## src/rtl/osd_dec_pkg.sv

```systemverilog
package osd_dec_pkg;

  // Decoder position within a select-low transaction
  typedef enum logic [1:0] {
    ST_IDLE   = 2'd0,  // waiting for the first row address
    ST_ADDR   = 2'd1,  // row or column address expected
    ST_INFO   = 2'd2,  // one information byte expected
    ST_STREAM = 2'd3   // every byte is information, address advances
  } dec_state_e;

endpackage

```

## src/rtl/osd_byte_class.sv

```systemverilog
module osd_byte_class #(
  parameter int DATA_W = 8,
  parameter int ROW_W  = 4,
  parameter int COL_W  = 5
) (
  input  logic [DATA_W-1:0] byte_i,
  output logic              is_row_o,
  output logic              is_stream_o,
  output logic [ROW_W-1:0]  row_num_o,
  output logic [COL_W-1:0]  col_num_o,
  output logic [DATA_W-1:0] dat_o
);
  // Tag bit marks a row address; the next one down opens streaming
  localparam int TAG_BIT  = DATA_W - 1;
  localparam int STRM_BIT = DATA_W - 2;

  always_comb begin
    is_row_o    = byte_i[TAG_BIT];
    is_stream_o = byte_i[STRM_BIT];
    row_num_o   = byte_i[ROW_W-1:0];
    col_num_o   = byte_i[COL_W-1:0];
    dat_o       = byte_i;
  end
endmodule

```

## src/rtl/osd_addr_track.sv

```systemverilog
module osd_addr_track
  import osd_dec_pkg::*;
#(
  parameter int DATA_W = 8,
  parameter int ROW_W  = 4,
  parameter int COL_W  = 5
) (
  input  logic              clk,
  input  logic              rst,
  input  logic              cs_n,
  input  logic              vld_i,
  input  logic              is_row_i,
  input  logic              is_stream_i,
  input  logic [ROW_W-1:0]  row_num_i,
  input  logic [COL_W-1:0]  col_num_i,
  input  logic [DATA_W-1:0] dat_i,
  output logic              req_vld_o,
  output logic [ROW_W-1:0]  req_row_o,
  output logic [COL_W-1:0]  req_col_o,
  output logic [DATA_W-1:0] req_dat_o
);
  localparam logic [COL_W-1:0] COL_LAST = '1;
  localparam logic [COL_W-1:0] COL_ONE  = COL_W'(1);
  localparam logic [ROW_W-1:0] ROW_ONE  = ROW_W'(1);

  dec_state_e       st_q, st_d;
  logic [ROW_W-1:0] row_q, row_d;
  logic [COL_W-1:0] col_q, col_d;

  always_comb begin
    st_d      = st_q;
    row_d     = row_q;
    col_d     = col_q;
    req_vld_o = 1'b0;
    if (cs_n) begin
      st_d = ST_IDLE;
    end else if (vld_i) begin
      unique case (st_q)
        ST_IDLE: begin
          if (is_row_i) begin
            row_d = row_num_i;
            st_d  = ST_ADDR;
          end
        end
        ST_ADDR: begin
          if (is_row_i) begin
            row_d = row_num_i;
          end else begin
            col_d = col_num_i;
            st_d  = is_stream_i ? ST_STREAM : ST_INFO;
          end
        end
        ST_INFO: begin
          req_vld_o = 1'b1;
          st_d      = ST_ADDR;
        end
        ST_STREAM: begin
          req_vld_o = 1'b1;
          col_d     = col_q + COL_ONE;
          if (col_q == COL_LAST) row_d = row_q + ROW_ONE;
        end
        default: st_d = ST_IDLE;
      endcase
    end
  end

  assign req_row_o = row_q;
  assign req_col_o = col_q;
  assign req_dat_o = dat_i;

  always_ff @(posedge clk) begin
    if (rst) begin
      st_q  <= ST_IDLE;
      row_q <= '0;
      col_q <= '0;
    end else begin
      st_q  <= st_d;
      row_q <= row_d;
      col_q <= col_d;
    end
  end
endmodule

```

## src/rtl/osd_map_filter.sv

```systemverilog
module osd_map_filter #(
  parameter int DATA_W      = 8,
  parameter int ROW_W       = 4,
  parameter int COL_W       = 5,
  parameter int TEXT_ROWS   = 10,
  parameter int TEXT_COLS   = 24,
  parameter int CTRL_COL_LO = 30,
  parameter int CTRL_ROW    = 10,
  parameter int CTRL_COLS   = 13
) (
  input  logic              clk,
  input  logic              rst,
  input  logic              req_vld_i,
  input  logic [ROW_W-1:0]  req_row_i,
  input  logic [COL_W-1:0]  req_col_i,
  input  logic [DATA_W-1:0] req_dat_i,
  output logic              wr_en_o,
  output logic [ROW_W-1:0]  wr_row_o,
  output logic [COL_W-1:0]  wr_col_o,
  output logic [DATA_W-1:0] wr_dat_o
);
  localparam int NROWS = 1 << ROW_W;
  localparam logic [COL_W-1:0] TXT_LIM  = COL_W'(TEXT_COLS);
  localparam logic [COL_W-1:0] CREG_LO  = COL_W'(CTRL_COL_LO);
  localparam logic [COL_W-1:0] FRM_LIM  = COL_W'(CTRL_COLS);

  logic [NROWS-1:0] row_hit;

  // One map test per row; each row picks its own column rule
  for (genvar r = 0; r < NROWS; r++) begin : g_row
    if (r < TEXT_ROWS) begin : g_text
      assign row_hit[r] = (req_col_i < TXT_LIM) || (req_col_i >= CREG_LO);
    end else if (r == CTRL_ROW) begin : g_ctrl
      assign row_hit[r] = (req_col_i < FRM_LIM);
    end else begin : g_none
      assign row_hit[r] = 1'b0;
    end
  end

  logic mapped;
  assign mapped = row_hit[req_row_i];

  always_ff @(posedge clk) begin
    if (rst) begin
      wr_en_o  <= 1'b0;
      wr_row_o <= '0;
      wr_col_o <= '0;
      wr_dat_o <= '0;
    end else begin
      wr_en_o  <= req_vld_i && mapped;
      wr_row_o <= req_row_i;
      wr_col_o <= req_col_i;
      wr_dat_o <= req_dat_i;
    end
  end
endmodule

```

## src/rtl/osd_wr_decoder.sv

```systemverilog
module osd_wr_decoder #(
  parameter int DATA_W      = 8,
  parameter int ROW_W       = 4,
  parameter int COL_W       = 5,
  parameter int TEXT_ROWS   = 10,
  parameter int TEXT_COLS   = 24,
  parameter int CTRL_COL_LO = 30,
  parameter int CTRL_ROW    = 10,
  parameter int CTRL_COLS   = 13
) (
  input  logic              clk,
  input  logic              rst,
  input  logic              cs_n,
  input  logic              byte_vld,
  input  logic [DATA_W-1:0] byte_dat,
  output logic              wr_en,
  output logic [ROW_W-1:0]  wr_row,
  output logic [COL_W-1:0]  wr_col,
  output logic [DATA_W-1:0] wr_dat
);
  logic              c_is_row, c_is_stream;
  logic [ROW_W-1:0]  c_row;
  logic [COL_W-1:0]  c_col;
  logic [DATA_W-1:0] c_dat;

  logic              r_vld;
  logic [ROW_W-1:0]  r_row;
  logic [COL_W-1:0]  r_col;
  logic [DATA_W-1:0] r_dat;

  osd_byte_class #(.DATA_W(DATA_W), .ROW_W(ROW_W), .COL_W(COL_W)) class_i (
    .byte_i      (byte_dat),
    .is_row_o    (c_is_row),
    .is_stream_o (c_is_stream),
    .row_num_o   (c_row),
    .col_num_o   (c_col),
    .dat_o       (c_dat)
  );

  osd_addr_track #(.DATA_W(DATA_W), .ROW_W(ROW_W), .COL_W(COL_W)) track_i (
    .clk         (clk),
    .rst         (rst),
    .cs_n        (cs_n),
    .vld_i       (byte_vld),
    .is_row_i    (c_is_row),
    .is_stream_i (c_is_stream),
    .row_num_i   (c_row),
    .col_num_i   (c_col),
    .dat_i       (c_dat),
    .req_vld_o   (r_vld),
    .req_row_o   (r_row),
    .req_col_o   (r_col),
    .req_dat_o   (r_dat)
  );

  osd_map_filter #(
    .DATA_W(DATA_W), .ROW_W(ROW_W), .COL_W(COL_W),
    .TEXT_ROWS(TEXT_ROWS), .TEXT_COLS(TEXT_COLS), .CTRL_COL_LO(CTRL_COL_LO),
    .CTRL_ROW(CTRL_ROW), .CTRL_COLS(CTRL_COLS)
  ) filt_i (
    .clk       (clk),
    .rst       (rst),
    .req_vld_i (r_vld),
    .req_row_i (r_row),
    .req_col_i (r_col),
    .req_dat_i (r_dat),
    .wr_en_o   (wr_en),
    .wr_row_o  (wr_row),
    .wr_col_o  (wr_col),
    .wr_dat_o  (wr_dat)
  );
endmodule

```

## config.mk

```make
export PLATFORM = sky130hd
export DESIGN_NAME = osd_wr_decoder
export DESIGN_NICKNAME = d
export VERILOG_FILES = /design/src/rtl/osd_dec_pkg.sv /design/src/rtl/osd_byte_class.sv /design/src/rtl/osd_addr_track.sv /design/src/rtl/osd_map_filter.sv /design/src/rtl/osd_wr_decoder.sv
export SDC_FILE = /design/constraint.sdc
export NUM_CORES = 1
export LEC_CHECK = 0
export BUFFER_PORTS_ARGS = -buffer_cell sky130_fd_sc_hd__buf_2
export CAP_MARGIN = 40
export CORE_MARGIN = 8
export CORE_UTILIZATION = 25
export DETAILED_ROUTE_END_ITERATION = 10
export MAX_ROUTING_LAYER = met4
export PLACE_DENSITY = 0.5
export SETUP_SLACK_MARGIN = 0.15
export SLEW_MARGIN = 0
export SYNTH_ARGS = -nofsm -noshare
export SYNTH_HDL_FRONTEND = slang
export SYNTH_HIERARCHICAL = 1
export SYNTH_SLANG_ARGS = --single-unit
```

## constraint.sdc

```tcl
create_clock -name clk -period 1.8 [get_ports clk]
set_input_delay 0.27 -clock clk [delete_from_list [all_inputs] [get_ports clk]]
set_output_delay 0.27 -clock clk [all_outputs]
set_load 0.02 [all_outputs]
```

==> flow_summary_export.csv, run 1 <==
group,metric,value,unit
status,status,"finished, final reports clean",
synth,synthCells,154,
final_layout,seqCellArea,583,sq um
final_layout,final_layout_size_suffix_gt1_frac,0.353,
power,netSwitchingPower,313,uW
setup_path,path_max_fanout,7,
synth,synth_seq_area_share,0.419,
sta,period_share,0.884,
synth,syn_nets,169,
setup_path,required,1.98,ns
route,wl,2930,um
sta,period_needed,1.59,ns
synth,ys_ff_latch,29,
synth,synth_area_leaders,"dfxtp_1, buf_4, nor2b_1",
floorplan,initial_core_util,0.255,
sta,worstMarginPinSlew,0.300,ns
sta,rsz0062_at_grt,"false",
setup_path,crit_path_max_incr_delay,0.35,ns
final_layout,final_util,0.295,
setup_path,cp.arrival,1.77,ns
synth,synth.top_cell.area_share,0.419,
floorplan,die_width,90.5,um
clock_network,clk_latency,0.28,ns
sta,setup_viol,0,
synth,yosys.cell_types.count,33,
clock_network,tritoncts,"yes",
sta,final.setup.tns,0,ns
route,dr_total_vias,987,
synth,synth_ff_type,"dfxtp_1",
power,seqPwrFrac,0.493,
route,drc,0,
route,post_drt_wl_per_cell,12.1,um
clock_network,clockRootBuffer,"clkbuf_8",
place,port-buffer-count,29,
setup_path,crit_top_cell,"ha_4",
final_layout,layout.nets,184,
clock_network,clk_pin_slew,0.06,ns
sta,slew_violations,0,
synth,synth.most_common_cell,"buf_4",
clock_network,cts.sinks,29,
synth,synthesis.area,1390,sq um
sta,hold_violations,0,
floorplan,die_h,90.5,um
power,internal_power,1.05,mW
power,clockPowerShare,0.432,
route,drt_iter0_drc,74,
route,first_pass_iters,4,
final_layout,multi_input_area,581,sq um
synth,synth_warnings,6,
floorplan,coreArea,5440,sq um
power,netSwitchingFraction,0.230,
final_layout,area_growth,15.9,%
setup_path,setup.worst_path.class,"reg2reg",
power,power.total,1.36,mW
global_routing,grt_pass1_wl,4800,um
power,combinationalPowerShare,0.075,
global_routing,antenna_found_initial,0,
floorplan,rows,27,
route,postRouteAntennaNets,0,
place,dpl.hpwl,2080,um
route,viasPerCell,4.08,
global_routing,grtUsageTotal,0.0750,
setup_path,path_cells,"ha_4 > and3_4 > ha_4 > nand3_2 > a21boi_4 > o21ai_1 > a32o_1",
synth,async_reset_ff_frac,0,
floorplan,ios,30,
clock_network,clockBufferDepth,2,
setup_path,worst_setup_path_end_kind,"register",
setup_path,critPathLaunchType,"register",
clock_network,h-tree-depth,2,
final_layout,nFillCells,587,
synth,synth_edf_count,0,
worst_hold_path,hp-class,"in2reg",
power,ir_drop,0.000229,V
synth,synthTopCellsByCount,"buf_4, dfxtp_1, nor2b_1, nand2_1",
sta,whs,0.208,ns
place,gp_congestion,0.759,
synth,yosys.area.top_type,"dfxtp_1",
power,power_density,847,nW/um^2
power,leakage,0.682,nW
clock_network,numCtsBuffers,5,
global_routing,grt-ovfl-total,0,
flow_run,drv_cap,0,
setup_path,cp_slowest_cell,"dfxtp_2",
sta,slew_headroom,0.800,
synth,syn_avg_cell_area,9.00,sq um
floorplan,dieArea,8180,sq um
final_layout,num_antenna_cells,0,
clock_network,hold_buffers,0,
global_routing,grt_max_degree,18,
sta,finalClockSkew,0.00729,ns
global_routing,grt_pass1_vias,1017,
sta,max_clock_freq,629,MHz
## cell type report
cell class / instances / area share
inverter: 4 / 0.0101
sequential: 29 / 0.363
clock inverter: 1 / 0.00312
clock buffer: 7 / 0.0600
tap: 72 / 0.0561
timing repair buffer: 41 / 0.146
multi-input combinational: 88 / 0.361
## registers in the layout (all words and copies together), names as in the netlist
name and cells:
filt_i/wr_dat_o 8, filt_i/wr_col_o 5, track_i/req_col_o 5, filt_i/wr_row_o 4, track_i/req_row_o 4, track_i/st_q 2, filt_i/wr_en_o 1
## cells in the final DEF, fill, tap and decap left out, types with 4 or more instances in the layout
cell and count:
a21oi_1 8, buf_2 29, nor2b_1 17, o21ai_0 7, nand2_1 10, nand3_1 8
a311oi_1 4, clkbuf_8 7, nor2_1 8, dfxtp_1 27, buf_4 12
## power groups by stage
stage               registers (mW)  clock network (mW)  logic (mW)
floorplan                    0.697                   0      0.0850
global placement             0.684                   0       0.100
detailed placement           0.685                   0       0.101
CTS                          0.670               0.618       0.102
global route                 0.672               0.648       0.113
finish                       0.671               0.588       0.102
## through the flow
step / worst slack, ns / std cells / cell area (sq um)
3_3_place_gp: 0.181 / 230 / 1440
4_1_cts: 0.165 / 239 / 1550
6_report: 0.209 / 242 / 1610
5_1_grt: 0.152 / 242 / 1610
2_1_floorplan: 0.195 / 154 / 1390
3_5_place_dp: 0.156 / 230 / 1440
## per-layer routing
metal / track usage / share of wire / vias up
met4: 0.0485 / 0.024 / 0
li1: - / - / 520
met5: - / 0 / -
met3: 0.0357 / 0.069 / 6
met1: 0.0746 / 0.44 / 437
met2: 0.116 / 0.46 / 24
## worst max-delay path: cells and delay by family, from the launching register on
family,cells,cell delay [ns]
AOI/OAI and AO/OA,3,0.59
adders and majority gates,2,0.26
DFF,1,0.35
and+or+nand+nor,2,0.28
## repair_timing
| item | in CTS | in global routing |
|---|---|---|
| resized for setup | 0 | 7 |
| setup endpoints to repair | 1 | 4 |
| pin swaps | 1 | 3 |
| buffers inserted | 1 | 3 |
## worst paths after layout
kind	startpoint	end	slack, ns	cells past startpoint
max	track_i/req_col_o[1]$_SDFFE_PP0P_	track_i/req_row_o[2]$_SDFFE_PP0P_	0.21	7
min	byte_dat[5]	filt_i/wr_dat_o[5]$_SDFF_PP0_	0.21	2
max reg2reg	track_i/req_col_o[1]$_SDFFE_PP0P_	track_i/req_row_o[2]$_SDFFE_PP0P_	0.21	7
min reg2reg	track_i/req_row_o[2]$_SDFFE_PP0P_	filt_i/wr_row_o[2]$_SDFF_PP0_	0.56	1
## logic make-up after synthesis
kind of cell               count (synthesis)  synth area share
AOI/OAI and AO/OA                         28             0.143
buffers and inverters                     37             0.184
DFF                                       29             0.419
muxes                                      1           0.00722
adders and majority gates                  3            0.0271
and+or+nand+nor                           56             0.220
Note: power is estimated with default switching activity, not from simulation.
==> run 2: changes to the inputs <==
--- a/config.mk
+++ b/config.mk
@@ -8,13 +8,12 @@
 export BUFFER_PORTS_ARGS = -buffer_cell sky130_fd_sc_hd__buf_2
 export CAP_MARGIN = 40
 export CORE_MARGIN = 8
-export CORE_UTILIZATION = 25
+export CORE_UTILIZATION = 45
 export DETAILED_ROUTE_END_ITERATION = 10
 export MAX_ROUTING_LAYER = met4
-export PLACE_DENSITY = 0.5
+export PLACE_DENSITY = 0.77
 export SETUP_SLACK_MARGIN = 0.15
 export SLEW_MARGIN = 0
 export SYNTH_ARGS = -nofsm -noshare
 export SYNTH_HDL_FRONTEND = slang
-export SYNTH_HIERARCHICAL = 1
 export SYNTH_SLANG_ARGS = --single-unit
==> constraint.sdc (replaced) <==
create_clock -name clk -period 1.6 [get_ports clk]
set_input_delay 0.24 -clock clk [delete_from_list [all_inputs] [get_ports clk]]
set_output_delay 0.24 -clock clk [all_outputs]
set_load 0.02 [all_outputs]
==> flow_summary_export.csv, run 2 <==
group,metric,value,unit
status,status,"finished, final reports clean",
power,clockPowerShare,0.323,
place,dp_slack,-0.0153,ns
final_layout,layout_commonest_cell,"buf_2",
synth,synth.top_cell.area_share,0.499,
global_routing,grt_pass1_wl,4510,um
sta,rsz0062_at_grt,"true",
route,post_drt_wl_per_cell,14.7,um
synth,yosys.area.top_type,"dfxtp_1",
sta,period_share,0.988,
sta,worstMarginPinSlew,0.415,ns
synth,syn_avg_cell_area,9.37,sq um
synth,synth_warnings,0,
final_layout,regMostFlops,"filt_i.wr_dat_o",
clock_network,h-tree-depth,2,
floorplan,rows,18,
synth,synth_edf_count,0,
worst_hold_path,min-delay-start,"cs_n",
clock_network,clk_latency,0.35,ns
floorplan,ios,30,
synth,synth_ff_type,"dfxtp_1",
setup_path,setup.worst_path.class,"reg2reg",
route,wl,2920,um
worst_hold_path,hold_path_end,"filt_i.wr_en_o$_SDFF_PP0_",
setup_path,path_max_fanout,4,
final_layout,final_util,0.643,
final_layout,mostFrequentLayoutCells,"buf_2, dfxtp_1, nor2b_1",
synth,synthesis.area,1160,sq um
clock_network,numCtsBuffers,5,
route,drt_iter0_drc,33,
flow_run,drv_cap,0,
route,viasPerCell,5.46,
sta,period_needed,1.58,ns
setup_path,required,1.89,ns
sta,setup_viol,0,
route,dr_total_vias,1086,
final_layout,area_growth,35.7,%
clock_network,clockRootBuffer,"clkbuf_4",
route,postRouteAntennaNets,0,
setup_path,worst_setup_path_end_kind,"register",
clock_network,clk_pin_slew,0.10,ns
setup_path,r2r_cells,9,
place,dpl_cell_area,1400,sq um
power,ir_drop,0.000805,V
power,power_density,823,nW/um^2
power,internal_power,960,uW
route,drc,0,
power,combinationalPowerShare,0.102,
synth,synth_seq_area_share,0.499,
floorplan,die_width,66.8,um
sta,hold_violations,0,
power,netSwitchingPower,339,uW
floorplan,die_h,66.8,um
synth,async_reset_ff_frac,0,
clock_network,cts.sinks,29,
setup_path,critPathLaunchType,"register",
final_layout,num_antenna_cells,0,
power,netSwitchingFraction,0.261,
sta,max_clock_freq,632,MHz
power,leakage,0.672,nW
final_layout,final_cell_area,1580,sq um
clock_network,tritoncts,"yes",
final_layout,layout.nets,184,
global_routing,grt_max_degree,21,
global_routing,grt_pass1_vias,1073,
setup_path,r2r-start,"track_i.req_col_o[1]$_SDFFE_PP0P_",
clock_network,clockBufferDepth,2,
global_routing,grt-ovfl-total,0,
sta,finalWorstSetupSlack,0.0187,ns
place,gp_congestion,0.843,
power,power.total,1.30,mW
sta,finalClockSkew,0.0143,ns
floorplan,coreArea,2450,sq um
final_layout,final_layout_size_suffix_gt1_frac,0.414,
place,dpl.hpwl,1960,um
global_routing,antenna_found_initial,0,
setup_path,cp.arrival,1.87,ns
sta,slew_headroom,0.723,
final_layout,largest_register_ffs,8,
synth,yosys.cell_types.count,32,
synth,synthTopCellsByCount,"dfxtp_1, nor2b_1, o21ai_0, nand3_1, nor2_1",
place,port-buffer-count,29,
route,first_pass_iters,5,
floorplan,initial_core_util,0.473,
synth,synthCells,124,
synth,syn_nets,140,
power,seqPwrFrac,0.576,
worst_hold_path,whs_path_depth,2,
setup_path,r2r_slack,0.02,ns
global_routing,grtUsageTotal,0.138,
synth,synth.most_common_cell,"dfxtp_1",
place,placedCellCount,182,
synth,synth_area_leaders,"dfxtp_1, nor2b_1, ha_1",
synth,ys_ff_latch,29,
setup_path,r2r-end,"track_i.req_row_o[3]$_SDFFE_PP0P_",
final_layout,fin_cells,199,
sta,slew_violations,0,
floorplan,dieArea,4470,sq um
worst_hold_path,hp-class,"in2reg",
run 2: cell count changes in the layout (fill, tap and decap cells not counted), sizes merged, moves of 2 or more:
| cell | change |
|---|---|
| nor2b | -2 |
| nand2 | -3 |
| and2 | -2 |
| buf | +3 |
| o21ai | +2 |
| nor3 | +2 |
run 2: what timing repair did:
item | 4_1_cts | 5_1_grt
cloned | 0 | 0
pin swaps | 6 | 5
buffers inserted | 6 | 3
hold buffers | 0 | 0
endpoints found under the setup margin | 4 | 7
resized for setup | 3 | 15
hold endpoints to repair | 0 | 0
run 2: per-stage QoR:
step,setup TNS [ns],hold slack [ns]
2_1_floorplan,0,0.316
3_3_place_gp,0,0.445
3_5_place_dp,-0.0153,0.444
4_1_cts,0,0.0871
5_1_grt,-0.0881,0.0871
6_report,0,0.0945
run 2: logic make-up after synthesis:
family                   after synthesis  synth area share
buffers and inverters                 10            0.0420
multiplexers                           1           0.00861
flip-flops                            29             0.499
AO/OA/AOI/OAI                         29             0.169
adder cells (fa/ha/maj)                4            0.0431
AND/OR/NAND/NOR                       51             0.238
run 2: how the worst max path moves through the flow:
stage	startpoint	endpoint	slack [ns]	cells after the start
after floorplan	track_i.req_col_o[1]$_SDFFE_PP0P_	track_i.req_row_o[2]$_SDFFE_PP0P_	0.13	7
after global placement	track_i.req_col_o[1]$_SDFFE_PP0P_	track_i.req_row_o[2]$_SDFFE_PP0P_	0.08	7
after detailed placement	track_i.req_col_o[1]$_SDFFE_PP0P_	track_i.req_row_o[0]$_SDFFE_PP0P_	-0.02	7
after CTS	track_i.req_col_o[0]$_SDFFE_PP0P_	track_i.req_row_o[1]$_SDFFE_PP0P_	0.07	8
after global routing	track_i.req_col_o[1]$_SDFFE_PP0P_	track_i.req_row_o[3]$_SDFFE_PP0P_	-0.04	9
final	track_i.req_col_o[1]$_SDFFE_PP0P_	track_i.req_row_o[3]$_SDFFE_PP0P_	0.02	9
run 2: cell type report:
class | count | area [sq um]
fill | 215 | 877
multi-input combinational | 85 | 616
sequential | 29 | 589
timing repair buffer | 44 | 273
clock buffer | 6 | 41.3
tap | 30 | 37.5
inverter | 3 | 11.3
clock inverter | 2 | 10.0
run 2: worst max-delay path, stage by stage (launching register included):
cell and delay [ns]:
dfxtp_4 0.37, ha_4 0.13, and3_4 0.19, ha_4 0.13
nand3_4 0.06, a21boi_4 0.21, buf_6 0.14, buf_6 0.10
o21ai_1 0.08, o2bb2ai_2 0.12
run 2: power groups by stage:
stage	Combinational [mW]	Clock, mW	Sequential, mW
detailed placement	0.112	0	0.764
global route	0.143	0.464	0.750
global placement	0.110	0	0.764
floorplan	0.0508	0	0.781
CTS	0.119	0.430	0.747
finish	0.132	0.419	0.748
run 2: metal layers:
| layer | routed length (um) | global-route usage | up-vias |
|---|---|---|---|
| met5 | 0 | - | - |
| met4 | 144 | 0.109 | 0 |
| met3 | 205 | 0.0470 | 18 |
| met2 | 1430 | 0.228 | 43 |
| met1 | 1150 | 0.128 | 502 |
| li1 | - | - | 523 |
==> run 3: changes to the inputs <==
--- a/config.mk
+++ b/config.mk
@@ -5,13 +5,14 @@
 export SDC_FILE = /design/constraint.sdc
 export NUM_CORES = 1
 export LEC_CHECK = 0
+export ABC_AREA = 1
 export BUFFER_PORTS_ARGS = -buffer_cell sky130_fd_sc_hd__buf_2
 export CAP_MARGIN = 40
 export CORE_MARGIN = 8
 export CORE_UTILIZATION = 45
 export DETAILED_ROUTE_END_ITERATION = 10
 export MAX_ROUTING_LAYER = met4
-export PLACE_DENSITY = 0.77
+export PLACE_DENSITY = 0.76
 export SETUP_SLACK_MARGIN = 0.15
 export SLEW_MARGIN = 0
 export SYNTH_ARGS = -nofsm -noshare
==> flow_summary_export.csv, run 3 <==
group,metric,value,unit
final_layout,layout_commonest_cell,"nor2_1",
floorplan,dieArea,4510,sq um
route,viasPerCell,4.73,
sta,finalWorstSetupSlack,0.108,ns
power,ir_drop,0.000636,V
final_layout,mostFrequentLayoutCells,"nor2_1, nand2_1, buf_2",
sta,worstMarginPinSlew,0.270,ns
final_layout,area_growth,27.8,%
power,leakage,0.809,nW
route,postRouteAntennaNets,0,
place,gp_congestion,0.908,
route,first_pass_iters,4,
sta,slew_headroom,0.819,
route,drc,0,
synth,synth_area_leaders,"dfxtp_1, nand2_1, nor2_1",
power,combinationalPowerShare,0.092,
setup_path,critPathLaunchType,"register",
route,dr_total_vias,1097,
power,seqPwrFrac,0.544,
clock_network,hold_buffers,0,
place,dp_slack,0.0160,ns
global_routing,grt_pass1_vias,1106,
power,power.total,1.39,mW
synth,async_reset_ff_frac,0,
sta,slew_violations,0,
final_layout,largest_register_ffs,8,
flow_run,drv_cap,0,
sta,whs,0.107,ns
global_routing,grt-ovfl-total,0,
global_routing,antenna_found_initial,0,
setup_path,required,1.83,ns
synth,yosys.area.top_type,"dfxtp_1",
floorplan,die_width,67.1,um
synth,syn_nets,177,
route,post_drt_wl_per_cell,12.0,um
worst_hold_path,hp-class,"in2reg",
synth,synthesis.area,1180,sq um
place,dpl.hpwl,2020,um
sta,finalClockSkew,0.00541,ns
setup_path,path_cells,"ha_4 > inv_2 > nor2_2 > ha_2 > nand3_2 > nand2_2 > nand2_4 > or2_1 > nand2_1 > inv_1",
floorplan,ios,30,
power,netSwitchingFraction,0.248,
sta,final.setup.tns,0,ns
place,port-buffer-count,29,
setup_path,worst_setup_path_end_kind,"register",
final_layout,regMostFlops,"filt_i.wr_dat_o",
final_layout,final_util,0.607,
synth,synth_ff_type,"dfxtp_1",
synth,yosys.cell_types.count,21,
power,internal_power,1.04,mW
sta,period_needed,1.49,ns
sta,period_share,0.932,
synth,synth.top_cell.area_share,0.494,
sta,hold_violations,0,
global_routing,grt_pass1_wl,4650,um
synth,ys_ff_latch,29,
clock_network,clockBufferDepth,2,
clock_network,h-tree-depth,2,
clock_network,clockRootBuffer,"clkbuf_4",
power,clockPowerShare,0.364,
route,drt_iter0_drc,61,
clock_network,numCtsBuffers,5,
synth,syn_avg_cell_area,7.31,sq um
sta,rsz0062_at_grt,"true",
global_routing,grtUsageTotal,0.140,
synth,synth_warnings,0,
final_layout,layout.nets,217,
clock_network,cts.sinks,29,
status,status,"finished, final reports clean",
clock_network,clk_pin_slew,0.09,ns
floorplan,die_h,67.1,um
route,wl,2780,um
synth,synthTopCellsByCount,"nand2_1, nor2_1, dfxtp_1, inv_1, o21ai_0",
floorplan,coreArea,2480,sq um
floorplan,initial_core_util,0.475,
setup_path,setup.worst_path.class,"reg2reg",
power,power_density,925,nW/um^2
final_layout,num_antenna_cells,0,
setup_path,cp_slowest_cell,"dfxtp_2",
sta,max_clock_freq,670,MHz
global_routing,grt_max_degree,16,
setup_path,path_max_fanout,5,
final_layout,nFillCells,231,
synth,synth_edf_count,0,
clock_network,tritoncts,"yes",
setup_path,crit_path_max_incr_delay,0.36,ns
power,netSwitchingPower,345,uW
setup_path,cp.arrival,1.72,ns
synth,synthCells,161,
floorplan,rows,18,
synth,synth_seq_area_share,0.494,
sta,setup_viol,0,
final_layout,final_layout_size_suffix_gt1_frac,0.277,
clock_network,clk_latency,0.33,ns
-- run 3: cell count changes after synthesis, sizes merged, moves of 2 or more --
cell	previous run	this run
inv	3	26
nor2b	16	0
nor2	8	33
nand4b	2	0
nor3	3	1
and3	2	0
o21ai	10	13
a311oi	4	0
nand2	7	33
buf	5	1
nand2b	2	0
-- run 3: power groups by stage --
stage	clock network, mW	logic, mW	registers, mW
2_1_floorplan	0	0.0554	0.790
3_5_place_dp	0	0.121	0.773
3_3_place_gp	0	0.119	0.772
6_report	0.506	0.128	0.755
4_1_cts	0.518	0.125	0.755
5_1_grt	0.561	0.143	0.758
-- run 3: final cells by class --
cell class                      count  area [sq um]  share of cell area
Clock buffer                        7          65.1              0.0433
Clock inverter                      1          5.00             0.00333
Inverter                           27           101              0.0674
Multi-Input combinational cell    103           518               0.345
Sequential cell                    29           586               0.390
Tap cell                           30          37.5              0.0250
Timing Repair Buffer               35           190               0.127
-- run 3: per-layer routing --
metal  up-vias  GRT usage  part of all wire
li1        574          -                 -
met1       483      0.141              0.39
met2        32      0.225              0.49
met3         8     0.0503             0.095
met4         0     0.0940             0.020
met5         -          -                 0
-- run 3: what timing repair did --
| item | CTS | global route |
|---|---|---|
| buffers inserted | 2 | 2 |
| hold endpoints to repair | 0 | 0 |
| gates resized for setup | 5 | 5 |
| pin swaps | 1 | 6 |
| endpoints found under the setup margin | 4 | 3 |
-- run 3: cells by family (layout without fill, tap and decap cells) --
group | Yosys count | after routing | synth area share
buffers and inverters | 29 | 70 | 0.0936
adders and majority gates | 4 | 4 | 0.0426
and+or+nand+nor | 78 | 78 | 0.277
DFF | 29 | 29 | 0.494
AOI/OAI and AO/OA | 21 | 21 | 0.0936
-- run 3: worst paths after layout --
path	from	slack [ns]	cells past startpoint	to
setup / recovery	track_i.req_col_o[1]$_SDFFE_PP0P_	0.11	10	track_i.req_row_o[0]$_SDFFE_PP0P_
hold / removal	byte_dat[5]	0.11	3	filt_i.wr_dat_o[5]$_SDFF_PP0_
setup reg to reg	track_i.req_col_o[1]$_SDFFE_PP0P_	0.11	10	track_i.req_row_o[0]$_SDFFE_PP0P_
hold reg to reg	track_i.req_row_o[3]$_SDFFE_PP0P_	0.51	2	filt_i.wr_row_o[3]$_SDFF_PP0_
-- run 3: critical path, delay by kind of cell, from the launching register on --
kind / cells / cell delay [ns]
simple gates: 6 / 0.62
flops: 1 / 0.36
fa+ha+maj: 2 / 0.33
buf+inv: 2 / 0.07
-- run 3: through the flow --
| stage | instance area (sq um) | std cells |
|---|---|---|
| floorplan | 1180 | 161 |
| global placement | 1370 | 220 |
| detailed placement | 1370 | 220 |
| CTS | 1470 | 230 |
| global route | 1500 | 232 |
| finish | 1500 | 232 |
